<file path="src/rtl/fe_seq_pkg.sv">
package fe_seq_pkg;

    typedef enum logic [1:0] {
        CH_OFF  = 2'd0,
        CH_RISE = 2'd1,
        CH_ON   = 2'd2,
        CH_FALL = 2'd3
    } ch_state_e;

    localparam int NUM_FE_PINS = 4;
    localparam int PIN_TXEN    = 0;
    localparam int PIN_PA      = 1;
    localparam int PIN_TRSW    = 2;
    localparam int PIN_PE2     = 3;

endpackage

</file>
<file path="src/rtl/fe_seq_tick.sv">
module fe_seq_tick #(
    parameter int DIV_W      = 6,
    parameter int PWR_W      = 4,
    parameter int UNIT_TICKS = 2000
) (
    input  logic             clk,
    input  logic             rst_n,
    input  logic [DIV_W-1:0] cfg_div,
    input  logic [PWR_W-1:0] cfg_pwrup,
    input  logic             restart,
    output logic             tick,
    output logic             ready
);

    localparam int MAX_TICKS = ((1 << PWR_W) - 1) * UNIT_TICKS;
    localparam int CNT_W     = $clog2(MAX_TICKS + 1);

    typedef struct packed {
        logic [DIV_W-1:0] div;
        logic [CNT_W-1:0] us;
        logic             rdy;
    } tick_t;

    tick_t q, d;
    logic [DIV_W-1:0] period_m1;
    logic [CNT_W:0]   target;
    logic [CNT_W:0]   us_next;

    always_comb begin
        period_m1 = (cfg_div == '0) ? '0 : cfg_div - 1'b1;
        tick      = (q.div >= period_m1);
        target    = (CNT_W+1)'(cfg_pwrup) * (CNT_W+1)'(UNIT_TICKS);
        if (target == '0) begin
            target = (CNT_W+1)'(1);
        end
        us_next = {1'b0, q.us} + 1'b1;

        d = q;
        if (restart || tick) begin
            d.div = '0;
        end else begin
            d.div = q.div + 1'b1;
        end
        if (tick && !q.rdy) begin
            if (us_next >= target) begin
                d.rdy = 1'b1;
            end else begin
                d.us = us_next[CNT_W-1:0];
            end
        end
    end

    always_ff @(posedge clk or negedge rst_n) begin
        if (!rst_n) begin
            q <= '0;
        end else begin
            q <= d;
        end
    end

    assign ready = q.rdy;

    // the power-up state, once reached, is never left
    a_r1_ready_sticky: assert property (@(posedge clk) disable iff (!rst_n)
        q.rdy |=> q.rdy);

    // a restart always brings the divider back to zero
    a_r2_restart_clears: assert property (@(posedge clk) disable iff (!rst_n)
        restart |=> (q.div == '0));

endmodule

</file>
<file path="src/rtl/fe_seq_chan.sv">
module fe_seq_chan
    import fe_seq_pkg::*;
#(
    parameter int DLY_W     = 4,
    parameter bit IMMEDIATE = 1'b0
) (
    input  logic             clk,
    input  logic             rst_n,
    input  logic             tick,
    input  logic             start,
    input  logic             stop,
    input  logic             abort,
    input  logic [DLY_W-1:0] rise_dly,
    input  logic [DLY_W-1:0] fall_dly,
    output logic             pin,
    output logic             idle
);

    typedef struct packed {
        ch_state_e        st;
        logic [DLY_W-1:0] cnt;
    } chan_t;

    chan_t q, d;

    always_comb begin
        d = q;
        if (abort) begin
            d.st  = CH_OFF;
            d.cnt = '0;
        end else if (start) begin
            d.st  = IMMEDIATE ? CH_ON : CH_RISE;
            d.cnt = rise_dly;
        end else if (stop) begin
            // a pending rise is cancelled; a high pin begins its fall delay
            if (q.st == CH_RISE) begin
                d.st  = CH_OFF;
                d.cnt = '0;
            end else if (q.st == CH_ON) begin
                d.st  = CH_FALL;
                d.cnt = fall_dly;
            end
        end else if (tick) begin
            case (q.st)
                CH_RISE: begin
                    if (q.cnt == '0) d.st = CH_ON;
                    else             d.cnt = q.cnt - 1'b1;
                end
                CH_FALL: begin
                    if (q.cnt == '0) d.st = CH_OFF;
                    else             d.cnt = q.cnt - 1'b1;
                end
                default: ;
            endcase
        end
    end

    always_ff @(posedge clk or negedge rst_n) begin
        if (!rst_n) begin
            q <= '{st: CH_OFF, cnt: '0};
        end else begin
            q <= d;
        end
    end

    assign pin  = (q.st == CH_ON) || (q.st == CH_FALL);
    assign idle = (q.st == CH_OFF);

    // the top only launches a channel that has fully returned to rest
    a_r7_start_when_idle: assert property (@(posedge clk) disable iff (!rst_n)
        start |-> (q.st == CH_OFF));

    // a pin goes high only through a start or a tick
    a_r4_rise_on_event: assert property (@(posedge clk) disable iff (!rst_n)
        $rose(pin) |-> $past(tick || start));

    // a pin goes low only through a tick or an abort
    a_r5_fall_on_event: assert property (@(posedge clk) disable iff (!rst_n)
        $fell(pin) |-> $past(tick || abort));

endmodule

</file>
<file path="src/rtl/fe_tx_sequencer.sv">
module fe_tx_sequencer
    import fe_seq_pkg::*;
#(
    parameter int DIV_W      = 6,
    parameter int DLY_W      = 4,
    parameter int PWR_W      = 4,
    parameter int UNIT_TICKS = 2000
) (
    input  logic             clk,
    input  logic             rst_n,
    input  logic [DIV_W-1:0] cfg_clks_per_us,
    input  logic [PWR_W-1:0] cfg_pwrup_dly,
    input  logic [DLY_W-1:0] cfg_rise_pa,
    input  logic [DLY_W-1:0] cfg_rise_trsw,
    input  logic [DLY_W-1:0] cfg_rise_pe2,
    input  logic [DLY_W-1:0] cfg_fall_txen,
    input  logic [DLY_W-1:0] cfg_fall_pa,
    input  logic [DLY_W-1:0] cfg_fall_trsw,
    input  logic [DLY_W-1:0] cfg_fall_pe2,
    input  logic             tx_start,
    input  logic             tx_data_end,
    input  logic             ovr_sel,
    input  logic [3:0]       ovr_pins,
    output logic             txen_o,
    output logic             pa_o,
    output logic             trsw_o,
    output logic             pe2_o,
    output logic             pe1_o,
    output logic             radio_o,
    output logic             phy_rstn_o
);

    localparam int NP = NUM_FE_PINS;

    typedef struct packed {
        logic          tx_active;
        logic          ovr;
        logic [NP-1:0] ovr_val;
    } top_t;

    top_t q, d;

    logic             tick;
    logic             ready;
    logic             start_acc;
    logic             stop_acc;
    logic             abort;
    logic [NP-1:0]    chan_pin;
    logic [NP-1:0]    chan_idle;
    logic [NP-1:0]    pins_out;
    logic [DLY_W-1:0] rise_v [NP];
    logic [DLY_W-1:0] fall_v [NP];

    assign rise_v[PIN_TXEN] = '0;
    assign rise_v[PIN_PA]   = cfg_rise_pa;
    assign rise_v[PIN_TRSW] = cfg_rise_trsw;
    assign rise_v[PIN_PE2]  = cfg_rise_pe2;
    assign fall_v[PIN_TXEN] = cfg_fall_txen;
    assign fall_v[PIN_PA]   = cfg_fall_pa;
    assign fall_v[PIN_TRSW] = cfg_fall_trsw;
    assign fall_v[PIN_PE2]  = cfg_fall_pe2;

    always_comb begin
        abort     = ovr_sel || !ready;
        start_acc = tx_start && !abort && (&chan_idle) && !q.tx_active;
        stop_acc  = tx_data_end && !abort && q.tx_active;

        d         = q;
        d.ovr     = ovr_sel;
        d.ovr_val = ovr_pins;
        if (abort) begin
            d.tx_active = 1'b0;
        end else if (start_acc) begin
            d.tx_active = 1'b1;
        end else if (stop_acc) begin
            d.tx_active = 1'b0;
        end
    end

    always_ff @(posedge clk or negedge rst_n) begin
        if (!rst_n) begin
            q <= '0;
        end else begin
            q <= d;
        end
    end

    fe_seq_tick #(
        .DIV_W      (DIV_W),
        .PWR_W      (PWR_W),
        .UNIT_TICKS (UNIT_TICKS)
    ) u_tick (
        .clk       (clk),
        .rst_n     (rst_n),
        .cfg_div   (cfg_clks_per_us),
        .cfg_pwrup (cfg_pwrup_dly),
        .restart   (start_acc || stop_acc),
        .tick      (tick),
        .ready     (ready)
    );

    for (genvar i = 0; i < NP; i++) begin : g_chan
        fe_seq_chan #(
            .DLY_W     (DLY_W),
            .IMMEDIATE (i == PIN_TXEN)
        ) u_chan (
            .clk      (clk),
            .rst_n    (rst_n),
            .tick     (tick),
            .start    (start_acc),
            .stop     (stop_acc),
            .abort    (abort),
            .rise_dly (rise_v[i]),
            .fall_dly (fall_v[i]),
            .pin      (chan_pin[i]),
            .idle     (chan_idle[i])
        );
    end

    always_comb begin
        if (!ready)     pins_out = '0;
        else if (q.ovr) pins_out = q.ovr_val;
        else            pins_out = chan_pin;
    end

    assign txen_o     = pins_out[PIN_TXEN];
    assign pa_o       = pins_out[PIN_PA];
    assign trsw_o     = pins_out[PIN_TRSW];
    assign pe2_o      = pins_out[PIN_PE2];
    assign pe1_o      = ready;
    assign radio_o    = ready;
    assign phy_rstn_o = ready;

    // an accepted start shows on the transmit enable one edge later
    a_r3_start_raises_txen: assert property (@(posedge clk) disable iff (!rst_n)
        start_acc |=> txen_o);

    // an override selection sampled at an edge drives the pins after it
    a_r9_override_follows: assert property (@(posedge clk) disable iff (!rst_n)
        (ovr_sel && ready) |=> (pins_out == $past(ovr_pins)));

    // a data end is only taken while a transmission is open
    a_r8_stop_needs_active: assert property (@(posedge clk) disable iff (!rst_n)
        stop_acc |=> !q.tx_active);

endmodule

</file>
<file path="config.mk">
export PLATFORM = sky130hd
export DESIGN_NAME = fe_tx_sequencer
export DESIGN_NICKNAME = d
export VERILOG_FILES = /design/src/rtl/fe_seq_pkg.sv /design/src/rtl/fe_seq_tick.sv /design/src/rtl/fe_seq_chan.sv /design/src/rtl/fe_tx_sequencer.sv
export SDC_FILE = /design/constraint.sdc
export NUM_CORES = 1
export LEC_CHECK = 0
export CORE_MARGIN = 4
export CORE_UTILIZATION = 50
export CTS_CLUSTER_DIAMETER = 50
export DETAILED_ROUTE_END_ITERATION = 10
export PLACE_DENSITY = 0.79
export SLEW_MARGIN = 15
export SYNTH_ARGS = -nofsm -noshare
export SYNTH_HDL_FRONTEND = slang
export SYNTH_SLANG_ARGS = --single-unit
</file>
<file path="constraint.sdc">
create_clock -name clk -period 4.55 [get_ports clk]
set_clock_uncertainty 0.2 [all_clocks]
set_input_delay 0.455 -clock clk [delete_from_list [all_inputs] [get_ports clk]]
set_output_delay 0.455 -clock clk [all_outputs]
set_load 0.03 [all_outputs]
</file>
==> metrics.cfg <==
[status]
status=finished, violations left
violations=setup timing

[synth]
ys_seq_area_frac=0.302
ys_top_cells_by_count=dfrtp_1, ha_1, nor2_1
yosys_warnings=0
syn_nets=571
async_reset_ff_frac=1.00
synth.most_common_cell=dfrtp_1
synth_ff_type=dfrtp_1
yosys-top-cells-area=dfrtp_1, ha_1, xor2_1, nand3_1, fa_1
synth_edf_count=0
syn_area_um2=4310
synth_top_cell_area_share=0.302
synth_cells=477
synth_cell_type_count=63
avgSynthCellArea_um2=9.04
synth_top_area_cell=dfrtp_1
ys_ff_latch=52

[layout]
fin_cells=656
final_layout_size_suffix_gt1_frac=0.162
final_area_um2=5370
final_nets=644
area_growth_pct=24.5
antenna_cells=0

[clock_network]
worstSkewPairLatency_ns=0.31
cts_max_path_buffers=2
numCtsBuffers=5
clk_pin_slew_ns=0.10
hold_buffers=0
cts_tree=built
clock-sinks=52
cts_root_buf=clkbuf_8
htreeDepth=2

[critical_path]
max_stage_delay_ns=0.58
worstPathCellList=buf_6, fa_2, inv_2, fa_1, inv_2, ha_4, nor2b_4, o31a_1, o21ai_1, nand2_1, xnor2_2, and4b_1, ha_1, nand2b_4, a2111oi_4, o21ai_1, a211o_2, or4_4, xnor2_2
crit_slowest_cell=fa_2
ff2ff_path_depth=13
critPathRequiredTime_ns=4.54
worst-path-buf-inv=3
r2r-start=u_tick.q[1]$_DFFE_PN0P_
critPathLaunchType=input port
r2r_setup_slack_ns=0.49
worstPathArrival_ns=4.65
worst-setup-path-type=input port to flop
crit_family=adder cells
rr_endpoint=u_tick.q[14]$_DFFE_PN0P_
end_kind=flop
crit_fanout=5

[routing]
ant_nets=0
drc_errors=0
wl_per_cell_um=15.7
dr.pass1.iters=4
viasPerCell=5.71
drtIter0Drc=171
vias=3743
wl_mm=10.3

[timing]
period_share=1.02
slew_headroom=0.226
worstMarginPinSlew_ns=1.16
slew_violations=0
setup_slack_ns=-0.113
tns_ns=-0.453
fin_hold_ws_ns=0.0460
final-hold-violation-count=0
setup_viol_count_final=11
clock.fmax_mhz=214
finalCriticalPeriod_ns=4.66
grt_setup_unrepaired=true

[floorplanning]
die_h_um=101
die_w_um=101
dieArea_um2=10200
io_pins=54
initial_core_util=0.520
core_um2=8300
rows=33

[worst_hold_path]
worstHoldPathType=input port to asynchronous set/reset pin

[power_and_ir_drop]
power.leakage_nw=2.51
power_density_nw_per_um2=420
peakVddDrop_v=0.000228

[placement]
gp_congestion=0.843
place_area_um2=5160
post-dp-hpwl_mm=7.72
port_buffers=53
placedCellCount=646

[job]
max-cap-violations=0

[grt]
grt_max_degree=53
antenna_found_initial=0
grt_pass1_vias=3716
track_usage=0.203
grt_pass1_wl_mm=17.0
grt_remaining_overflow=0

## final cells by class
cell class              instances  area [um^2]
flip-flops and latches         52         1300
well taps                     105          131
inverters                      35          131
fillers                       650         2930
clock buffers                   7         96.3
clock inverters                 1         30.0
multi-input cells             367         2890
repair buffers                 89          791
## registers in the layout (all words and copies together) (netlist names)
register	count
u_tick.ready	1
q	6
u_tick.q	21
g_chan.u_chan.q	24
## power breakdown
group	total, W	switching [W]	internal (W)
logic	0.00118	0.000628	0.000553
clock network	0.000345	0.000151	0.000194
registers	0.000730	0.000163	0.000567
total	0.00226	0.000942	0.00131
## cell families after synthesis
group | after synthesis | share of synthesized area
AO/OA/AOI/OAI | 101 | 0.157
multiplexers | 17 | 0.0426
adder cells (fa/ha/maj) | 47 | 0.148
flip-flops | 52 | 0.302
buffers and inverters | 58 | 0.0568
AND/OR/NAND/NOR | 159 | 0.204
XOR/XNOR | 43 | 0.0890
## worst reg2reg max path, delay by kind of cell, from the launching register on
family / cells / cell delay (ns)
AOI/OAI and AO/OA: 4 / 0.85
xor gates and xnor gates: 2 / 0.36
adders and majority gates: 2 / 0.55
DFF: 1 / 0.49
and+or+nand+nor: 5 / 1.48
## timing repair
action / CTS / global route
resized for setup: 19 / 6
setup buffers: 2 / 0
pin swaps: 18 / 8
endpoints found under the setup margin: 16 / 15
cloned: 0 / 0
## worst max path at each step
| stage | from | to | slack (ns) | cells past startpoint |
|---|---|---|---|---|
| 6_report | cfg_pwrup_dly[1] | u_tick.q[14]$_DFFE_PN0P_ | -0.11 | 19 |
| 3_3_place_gp | cfg_pwrup_dly[3] | u_tick.q[14]$_DFFE_PN0P_ | -0.72 | 19 |
| 5_1_grt | cfg_pwrup_dly[1] | u_tick.q[14]$_DFFE_PN0P_ | -0.27 | 19 |
| 3_5_place_dp | cfg_pwrup_dly[3] | u_tick.q[14]$_DFFE_PN0P_ | -0.78 | 19 |
| 2_1_floorplan | cfg_pwrup_dly[3] | u_tick.q[14]$_DFFE_PN0P_ | -0.17 | 18 |
| 4_1_cts | cfg_pwrup_dly[1] | u_tick.q[14]$_DFFE_PN0P_ | -0.05 | 19 |
## stage by stage
step                power (W)  utilization  setup slack [ns]
floorplan             0.00153            -            -0.165
global placement      0.00181        0.622            -0.718
detailed placement    0.00187        0.622            -0.780
CTS                   0.00223        0.643           -0.0529
global route          0.00243        0.647            -0.265
finish                0.00226        0.647            -0.113
## metal layers
layer | vias up | global-route usage | part of all wire
met3 | 16 | 0.0311 | 0.050
met5 | - | 0 | 0
met4 | 0 | 0.0491 | 0.014
met1 | 1778 | 0.274 | 0.45
li1 | 1857 | - | -
met2 | 92 | 0.341 | 0.48
## cells in the final DEF, fill, tap and decap left out, types with 3 or more instances in the layout
master           instances
dfrtp_1                 52
clkdlybuf4s50_1         49
ha_1                    39
buf_4                   35
nor2_1                  34
inv_1                   33
nand2_1                 32
nand3_1                 29
xor2_1                  29
a21oi_1                 25
o21ai_0                 22
xnor2_1                 12
mux2_2                  11
nand4_1                 10
nor3_1                   9
nor2b_1                  7
clkbuf_8                 7
a21o_1                   6
mux2i_1                  6
o211ai_1                 6
or4_1                    6
fa_1                     6
o21a_1                   4
a22oi_1                  4
nor4b_4                  4
nor4_2                   4
o21ai_1                  3
nor3b_1                  3
a31oi_1                  3
buf_2                    3
(Power assumes the default switching activity.)
